## config.mk

```make
export PLATFORM = sky130hd
export DESIGN_NAME = ring_timer_sched
export DESIGN_NICKNAME = d
export VERILOG_FILES = /design/src/rtl/rts_pkg.sv /design/src/rtl/rts_prescaler.sv /design/src/rtl/rts_ring_bank.sv /design/src/rtl/rts_rr_arb.sv /design/src/rtl/ring_timer_sched.sv
export SDC_FILE = /design/constraint.sdc
export NUM_CORES = 2
export LEC_CHECK = 0
export ABC_CLOCK_PERIOD_IN_PS = 26000
export BUFFER_PORTS_ARGS = -buffer_cell sky130_fd_sc_hd__buf_2
export CAP_MARGIN = 20
export CORE_UTILIZATION = 34
export CTS_CLUSTER_DIAMETER = 50
export DETAILED_ROUTE_END_ITERATION = 10
export MAX_ROUTING_LAYER = met4
export REMOVE_ABC_BUFFERS = 1
export SLEW_MARGIN = 20
export SYNTH_ARGS = -nofsm -noshare
export SYNTH_HDL_FRONTEND = slang
export SYNTH_SLANG_ARGS = --single-unit
```

## constraint.sdc

```tcl
create_clock -name clk -period 26 [get_ports clk]
set_clock_uncertainty 0.1 [all_clocks]
set_input_delay 3.9 -clock clk [delete_from_list [all_inputs] [get_ports clk]]
set_output_delay 3.9 -clock clk [all_outputs]
set_load 0.005 [all_outputs]
```

## src/rtl/rts_pkg.sv

```systemverilog
package rts_pkg;
  localparam int IVAL_W = 22;
  localparam int IDX_W  = 20;
  localparam int BASE_W = 31;
  localparam int ALIGN  = 5;
  localparam int ADDR_W = BASE_W + ALIGN;
endpackage

```

## src/rtl/rts_prescaler.sv

```systemverilog
module rts_prescaler #(
  parameter int DIV = 1024,
  localparam int CW = (DIV > 1) ? $clog2(DIV) : 1
) (
  input  logic clk,
  input  logic rst,
  input  logic run,
  output logic tick
);
  logic [CW-1:0] cnt_q;
  localparam logic [CW-1:0] LAST = CW'(DIV - 1);

  always_ff @(posedge clk) begin
    if (rst) cnt_q <= '0;
    else if (run) cnt_q <= (cnt_q == LAST) ? '0 : cnt_q + 1'b1;
  end

  assign tick = run && (cnt_q == LAST);

  generate
    if (DIV > 1) begin : g_chk
      assert_tick_spacing_R2: assert property (@(posedge clk) disable iff (rst)
        tick |=> !tick);
    end
  endgenerate
endmodule

```

## src/rtl/rts_ring_bank.sv

```systemverilog
module rts_ring_bank import rts_pkg::*; #(
  parameter int N = 16,
  localparam int RW = (N > 1) ? $clog2(N) : 1
) (
  input  logic                        clk,
  input  logic                        rst,
  input  logic                        tick,
  input  logic                        wr_time,
  input  logic                        wr_geom,
  input  logic [RW-1:0]               wr_ring,
  input  logic [IVAL_W-1:0]           wr_ival,
  input  logic                        wr_en,
  input  logic [BASE_W-1:0]           wr_base,
  input  logic [IDX_W-1:0]            wr_nbkt,
  input  logic                        adv,
  input  logic [RW-1:0]               adv_ring,
  output logic [N-1:0]                uflow,
  output logic [N-1:0][BASE_W-1:0]    base_q,
  output logic [N-1:0][IDX_W-1:0]     idx_q
);
  logic [N-1:0] en_q;

  generate
    for (genvar r = 0; r < N; r++) begin : g_ring
      logic [IVAL_W-1:0] ival_q, off_q;
      logic [IDX_W-1:0]  nbkt_q;
      logic              sel;

      assign sel      = (wr_ring == RW'(r));
      assign uflow[r] = tick && en_q[r] && (off_q == '0) && !(wr_time && sel);

      always_ff @(posedge clk) begin
        if (rst) begin
          ival_q  <= '0;
          off_q   <= '0;
          en_q[r] <= 1'b0;
        end else if (wr_time && sel) begin
          ival_q  <= wr_ival;
          off_q   <= wr_ival;
          en_q[r] <= wr_en;
        end else if (tick && en_q[r]) begin
          off_q <= (off_q == '0) ? ival_q : off_q - 1'b1;
        end
      end

      always_ff @(posedge clk) begin
        if (rst) begin
          base_q[r] <= '0;
          nbkt_q    <= '0;
          idx_q[r]  <= '0;
        end else if (wr_geom && sel) begin
          base_q[r] <= wr_base;
          nbkt_q    <= wr_nbkt;
          idx_q[r]  <= '0;
        end else if (adv && adv_ring == RW'(r)) begin
          idx_q[r] <= (idx_q[r] == nbkt_q) ? '0 : idx_q[r] + 1'b1;
        end
      end

      assert_idx_range_R4: assert property (@(posedge clk) disable iff (rst)
        idx_q[r] <= nbkt_q);
    end
  endgenerate
endmodule

```

## src/rtl/rts_rr_arb.sv

```systemverilog
module rts_rr_arb #(
  parameter int N = 16,
  localparam int RW = (N > 1) ? $clog2(N) : 1
) (
  input  logic [N-1:0]  req,
  input  logic [RW-1:0] last,
  output logic          any,
  output logic [RW-1:0] idx
);
  always_comb begin
    any = 1'b0;
    idx = last;
    for (int k = 1; k <= N; k++) begin
      if (!any && req[(int'(last) + k) % N]) begin
        any = 1'b1;
        idx = RW'((int'(last) + k) % N);
      end
    end
  end
endmodule

```

## src/rtl/ring_timer_sched.sv

```systemverilog
module ring_timer_sched import rts_pkg::*; #(
  parameter int NUM_RINGS = 16,
  parameter int TICK_DIV  = 1024,
  parameter int BKT_SHIFT = 5,
  localparam int RW = (NUM_RINGS > 1) ? $clog2(NUM_RINGS) : 1
) (
  input  logic                 clk,
  input  logic                 rst,
  input  logic                 glb_en,
  input  logic                 cfg_wr_time,
  input  logic                 cfg_wr_geom,
  input  logic [RW-1:0]        cfg_ring,
  input  logic [IVAL_W-1:0]    cfg_ival,
  input  logic                 cfg_en,
  input  logic [BASE_W-1:0]    cfg_base,
  input  logic [IDX_W-1:0]     cfg_nbkt,
  output logic                 trav_req,
  output logic [RW-1:0]        trav_ring,
  output logic [ADDR_W-1:0]    trav_addr,
  input  logic                 trav_done,
  input  logic                 err_clr_wr,
  input  logic [NUM_RINGS-1:0] err_clr_bits,
  input  logic [NUM_RINGS-1:0] irq_en,
  output logic [NUM_RINGS-1:0] err_mask,
  output logic                 irq
);
  logic                              tick;
  logic [NUM_RINGS-1:0]              uflow;
  logic [NUM_RINGS-1:0][BASE_W-1:0]  base_q;
  logic [NUM_RINGS-1:0][IDX_W-1:0]   idx_q;
  logic [NUM_RINGS-1:0]              pend_q, act_mask, gnt_mask, err_set, clr_mask;
  logic [RW-1:0]                     last_q, arb_idx;
  logic                              arb_any, grant;
  logic [ADDR_W-1:0]                 gnt_addr;

  rts_prescaler #(.DIV(TICK_DIV)) u_pre (
    .clk(clk), .rst(rst), .run(glb_en), .tick(tick));

  rts_ring_bank #(.N(NUM_RINGS)) u_bank (
    .clk(clk), .rst(rst), .tick(tick),
    .wr_time(cfg_wr_time), .wr_geom(cfg_wr_geom), .wr_ring(cfg_ring),
    .wr_ival(cfg_ival), .wr_en(cfg_en), .wr_base(cfg_base), .wr_nbkt(cfg_nbkt),
    .adv(grant), .adv_ring(arb_idx),
    .uflow(uflow), .base_q(base_q), .idx_q(idx_q));

  rts_rr_arb #(.N(NUM_RINGS)) u_arb (
    .req(pend_q), .last(last_q), .any(arb_any), .idx(arb_idx));

  assign grant    = !trav_req && glb_en && arb_any;
  assign gnt_addr = {base_q[arb_idx], {ALIGN{1'b0}}}
                  + (ADDR_W'(idx_q[arb_idx]) << BKT_SHIFT);

  always_comb begin
    for (int r = 0; r < NUM_RINGS; r++) begin
      act_mask[r] = trav_req && (trav_ring == RW'(r));
      gnt_mask[r] = grant && (arb_idx == RW'(r));
    end
    err_set  = uflow & (pend_q | act_mask);
    clr_mask = err_clr_wr ? err_clr_bits : '0;
  end

  always_ff @(posedge clk) begin
    if (rst) begin
      pend_q    <= '0;
      last_q    <= RW'(NUM_RINGS - 1);
      trav_req  <= 1'b0;
      trav_ring <= '0;
      trav_addr <= '0;
      err_mask  <= '0;
      irq       <= 1'b0;
    end else begin
      pend_q   <= (pend_q & ~gnt_mask) | uflow;
      err_mask <= (err_mask & ~clr_mask) | err_set;
      irq      <= |(err_mask & irq_en);
      if (grant) begin
        trav_req  <= 1'b1;
        trav_ring <= arb_idx;
        trav_addr <= gnt_addr;
        last_q    <= arb_idx;
      end else if (trav_req && trav_done) begin
        trav_req <= 1'b0;
      end
    end
  end

  assert_req_hold_R7: assert property (@(posedge clk) disable iff (rst)
    trav_req && !trav_done |=> trav_req && $stable(trav_ring) && $stable(trav_addr));

  assert_no_grant_stopped_R8: assert property (@(posedge clk) disable iff (rst)
    !glb_en && !trav_req |=> !trav_req);

  assert_err_on_tick_R10: assert property (@(posedge clk) disable iff (rst)
    (|(err_mask & ~$past(err_mask))) |-> $past(tick));

  assert_err_sticky_R11: assert property (@(posedge clk) disable iff (rst)
    ($past(err_mask) & ~$past(clr_mask) & ~err_mask) == '0);
endmodule

```

# Word-level counts from Yosys, hierarchy flattened
# Index checks and enable logic that the tools add are counted.
# op_classes
n_div	0
n_eq_ne	62
bitwise	25
shift	0
muxes	152
reduce_logical	232
add_sub_neg	50
mul	0
order_cmp	17
# op_table
operator	n
$mux W22	48
$logic_not A22 Y1	16
$sub A22 B1 Y22 const B	16
$mux W20	17
$add A20 B1 Y20 const B	16
$eq A20 B20 Y1	16
$logic_and A1 B1 Y1	131
$bmux W31 S4	1
$eq A4 B4 Y1 const B	24
$lt A5 B6 Y1 const B	16
$bmux W20 S4	1
$and A16 B16 Y16	4
$bmux W1 S4	16
$mux W4	16
$reduce_or A4 Y1	16
$mux W1	50
$eq A4 B3 Y1 const B	12
$or A16 B16 Y16	3
$add A36 B25 Y36	1
$reduce_bool A2 Y1	17
$add A4 B4 Y4 const B	8
$logic_not A1 Y1	32
$not A16 Y16	2
$reduce_or A2 Y1	16
other kinds (14)	43
# word_totals
n_memories	0
word_cells	642
input_bits	117
output_inout_bits	58
ramBits	0
mem_bits_ro	0
ff_bits	1944
latchBits	0

# Depth between registers and ports, before layout
# depth
word_depth	57
depth_mapped	42
mapped_depth_nobuf	30

# By module
# From an unflattened synthesis, not the netlist that was laid out.
# unflattened
hier_cells	11523
area_unflattened_um2	93318.2
# modules_own_cells
mod	cells_each	n_inst	seq_area_each_um2	area_each_um2
rts_ring_bank	10386	1	37155.6	80521.0
ring_timer_sched	837	1	1461.4	9983.3
rts_rr_arb	247	1	0.0	2347.3
rts_prescaler	53	1	200.2	466.7

# Least setup slack after synthesis
# No wires, ideal clock.
# synth_path
kind	reg-to-reg
start	reg last_q[0]
end	reg trav_addr[35]
synth_period_minus_slack_ns	9.961
required_ns	25.778
t_arrival_ns	9.739
setup_ns	0.122
path_buffers	12
path_slack_ns	16.039
path_stages_with_launch	42
cell_sequence	dfxtp_1 buf_6 buf_6 buf_6 inv_2 buf_1 clkbuf_1 clkbuf_1 ha_1 xnor2_1 clkbuf_1 mux2_2 mux2_2 nor4_4 nand3_1 nor3_2 nor3_2 nor2_2 [6 not listed] mux2i_1 a21oi_1 ha_1 fa_1 a21o_1 a21oi_1 o21bai_1 a21oi_1 o21bai_1 a21oi_1 o21ai_0 a2111oi_0 o31ai_1 o41ai_1 o21ai_0 and3_1 and4_1 a311o_1
# synth_between
elab_chain_len	53
elab_cells_between_ends	132
classes_between	add/sub (17); mux (84); reduce/logical (31)
# synth_rtl
item	line_no	text
start: declaration	ring_timer_sched.sv:32	logic [RW-1:0] last_q, arb_idx;
start signal: assignment	ring_timer_sched.sv:65	last_q <= RW'(NUM_RINGS - 1);
start signal: assignment	ring_timer_sched.sv:79	last_q <= arb_idx;
$add A4 B1 Y4	rts_rr_arb.sv:14, rts_rr_arb.sv:16	
$bmux W1 S4	rts_rr_arb.sv:14	if (!any && req[(int'(last) + k) % N]) begin
$mux W1 (not written as such) (2 in series)	rts_rr_arb.sv:14	
$mux W1	rts_rr_arb.sv:14	
$logic_not A1 Y1	rts_rr_arb.sv:14	
$logic_and A1 B1 Y1	rts_rr_arb.sv:14	
$mux W1	rts_rr_arb.sv:14	
$logic_not A1 Y1	rts_rr_arb.sv:14	
[36 not listed]	n/a	
$logic_and A1 B1 Y1	rts_rr_arb.sv:14	
$mux W1	rts_rr_arb.sv:14	
$logic_not A1 Y1	rts_rr_arb.sv:14	
$logic_and A1 B1 Y1	rts_rr_arb.sv:14	
$mux W4	rts_rr_arb.sv:14	
$bmux W31 S4 or $bmux W20 S4 (tied branches)	ring_timer_sched.sv:50, ring_timer_sched.sv:51	
$mux W31 (not written as such) or $mux W20 (tied branches)	ring_timer_sched.sv:50, ring_timer_sched.sv:51	
$add A36 B25 Y36	ring_timer_sched.sv:51	+ (ADDR_W'(idx_q[arb_idx]) << BKT_SHIFT);
end signal: assignment	ring_timer_sched.sv:78	trav_addr <= gnt_addr;
end: declaration	ring_timer_sched.sv:19	output logic [ADDR_W-1:0] trav_addr,
# Parallel ways exist; a longest one is shown, timed or not. The select of a mux whose other input is x is not followed.
# A chain may end at the register's enable or synchronous reset.

# Worst setup path in the final report
# layout_path
start	reg last_q[1]
end	reg trav_addr[35]
# The elaborated chain is that of the path after synthesis.

==> results_dict.tcl <==
set metrics [dict create \
    cts_buffers 266 \
    avgSynthCellArea_um2 7.83 \
    area_growth_pct 13.2 \
    cts_tree "built" \
    fp.dieW_um 526 \
    dp_hpwl_mm 203 \
    slowest_stage "ha_1" \
    detail_route.first_pass.iterations 6 \
    worstMarginPinSlew_ns 1.24 \
    clk_path_buf_depth 4 \
    layout_min_cycle_time_ns 12.21 \
    synth_area_um2 93300 \
    fin_crit_sh_pct 47.0 \
    root_buffer "clkbuf_16" \
    maxCapViolations 0 \
    postCtsSetupRepairBufs 0 \
    critical_path_buf_inv_count 5 \
    setup_viol 0 \
    clkSinkCount 1939 \
    synth_seq_cells 1939 \
    seq_area_um2 38800 \
    switching_share_pct 25.2 \
    yosysSeqAreaShare_pct 41.6 \
    startpoint_type "flop" \
    grt_start_max_net_pins 215 \
    avgRoutedWirePerCell_um 21.6 \
    grt_pass1_wl_mm 497 \
    pwr-share-clk_pct 51.4 \
    io_pins 175 \
    die_area_um2 277000 \
    ir_drop_v 0.0000492 \
    synth_flop_cell "dfxtp_1" \
    dieHeight_um 526 \
    final_common_cell "nand2_1" \
    final_cells 15400 \
    wl_mm 333 \
    worstPathRequired_ns 26.64 \
    place_congestion 0.975 \
    critPathCaptureType "flop" \
    htree_levels 5 \
    ant_nets 0 \
    fin_nets 11800 \
    cp_max_fo 51 \
    drive_gt1_share_pct 9.61 \
    synth_cell_types 95 \
    relSlewSlack_pct 16.5 \
    tns_ns 0 \
    p_leak_nw 37.2 \
    viasPerCell 5.52 \
    status "completed" \
    fillers 27800 \
    clk_pin_slew_ns 0.06 \
    cts.repair.resized 0 \
    syn_inst 11900 \
    drc 0 \
    max_freq_mhz 81.9 \
    antenna_found_initial 38 \
    worst_slack_ns 13.79 \
    grt.total_usage_pct 23.8 \
    internal-power_mw 5.35 \
    final_cell_mix "3244 x nand2_1, 1938 x dfxtp_1, 1697 x a21oi_1" \
    power.share.sequential_pct 42.3 \
    vias 85000 \
    crit_family "compound AO/OA/AOI/OAI gates" \
    num_rows 191 \
    critPathKind "flop to flop" \
    cp_data_arrival_time_ns 12.85 \
    io_buffers 169 \
    drt-initial-drc-count 9677 \
    overflow 0 \
    pre_cts_slack_ns 13.78 \
    slew_violations 0 \
    grt_pass1_vias 76600 \
    power_density_nw_per_um2 67.7 \
    rsz0062_at_grt "no" \
    fin_util_pct 38.8 \
    hold_buffers 0 \
    multiInputGateArea_um2 50900 \
    cpPeakStageDelay_ns 0.82 \
    synth-edff-count 0 \
    synth-async-reset-ratio_pct 0 \
    clock_latency_ns 0.84 \
    combPwrFrac_pct 6.2 \
    p_sw_mw 1.80 \
    core_area_um2 272000 \
    placed_cells 14900 \
    yosys_warnings 0 \
    hp-class "flop to flop" \
    start_util_pct 34.3 \
    hold_violations 0 \
]
tightest hold or removal path: cells and delay by family, from the launching register on:
| family | cells | cell delay (ns) |
|---|---|---|
| AOI/OAI and AO/OA | 1 | 0.05 |
| DFF | 1 | 0.30 |
| and+or+nand+nor | 1 | 0.05 |
logic make-up (layout without fill, tap and decap cells):
family | Yosys count | count (layout) | synth area share (%)
xor+xnor | 705 | 705 | 6.63
other cells | 1 | 22 | 0.00402
compound gates | 2770 | 2770 | 16.8
flops | 1939 | 1939 | 41.6
mux | 368 | 368 | 6.74
fa+ha+maj | 62 | 62 | 0.839
buf+inv | 1022 | 911 | 4.29
simple gates | 5057 | 5057 | 23.1
per-layer routing:
| layer | track usage, % | part of all wire (%) | up-vias |
|---|---|---|---|
| li1 | - | - | 40400 |
| met1 | 32.2 | 44 | 40600 |
| met2 | 36.2 | 45 | 3377 |
| met3 | 3.26 | 7.9 | 633 |
| met4 | 8.25 | 3.6 | 0 |
| met5 | - | 0 | - |
final timing paths:
check,end,from,cells after the start,slack (ns)
min,u_bank.g_ring[0].ival_q[20]$_SDFFE_PP0P_,u_bank.g_ring[0].ival_q[20]$_SDFFE_PP0P_,2,0.35
max reg2reg,trav_addr[35]$_SDFFE_PP0P_,last_q[1]$_SDFFE_PP1P_,34,13.79
max,trav_addr[35]$_SDFFE_PP0P_,last_q[1]$_SDFFE_PP1P_,34,13.79
min reg2reg,u_bank.g_ring[0].ival_q[20]$_SDFFE_PP0P_,u_bank.g_ring[0].ival_q[20]$_SDFFE_PP0P_,2,0.35
cell type report:
cell class              instances  share of cell area [%]
flip-flops and latches       1939                    36.8
clock inverters               116                    1.29
clock buffers                 346                    7.09
multi-input cells            8967                    48.2
diodes                         17                  0.0403
well taps                    3570                    4.23
inverters                     125                   0.445
repair buffers                324                    1.96
power groups by stage:
stage                     sequential [mW]  combinational (mW)  clock [mW]
after floorplan                      3.08               0.223           0
after global placement               3.09               0.436           0
after detailed placement             3.09               0.437           0
after CTS                            3.02               0.440        3.71
final                                3.03               0.446        3.68
after global routing                 3.03               0.482        3.85
synth_stat cells, drive strengths merged, types with 61 or more instances:
library cell	n	area share, %
a211oi	84	0.68
a21oi	1700	9.1
a31oi	153	1.0
and2	66	0.44
and3	99	0.67
buf	99	0.58
clkbuf	798	3.2
dfxtp	1939	42
ha	61	0.82
inv	123	0.49
mux2i	131	1.4
mux4	205	4.9
nand2	3262	13
nand3	191	1.0
nand4	107	0.72
nor2	699	2.8
nor3	215	1.2
nor4	103	0.78
o211ai	141	1.1
o21ai	388	2.1
or3	150	1.0
xnor2	301	2.8
xor2	404	3.8
state kept, by name, indices dropped and copies added (netlist names):
name / count
u_bank.idx_q: 320
trav_ring: 4
irq: 1
last_q: 4
u_bank.base_q: 496
trav_addr: 31
u_bank.g_ring.ival_q: 352
u_bank.g_ring.nbkt_q: 320
trav_req: 1
u_bank.en_q: 16
u_pre.cnt_q: 10
u_bank.g_ring.off_q: 352
err_mask: 16
pend_q: 16
per-stage QoR:
step           cell area [µm²]  hold WS [ns]  total power, mW
3_3_place_gp             96700         0.338             3.53
2_1_floorplan            89800         0.326             3.31
4_1_cts                 106000         0.351             7.18
5_1_grt                 106000         0.365             7.35
6_report                106000         0.349             7.15
3_5_place_dp             96700         0.343             3.53
No activity file was read; power rests on OpenSTA's default activity.
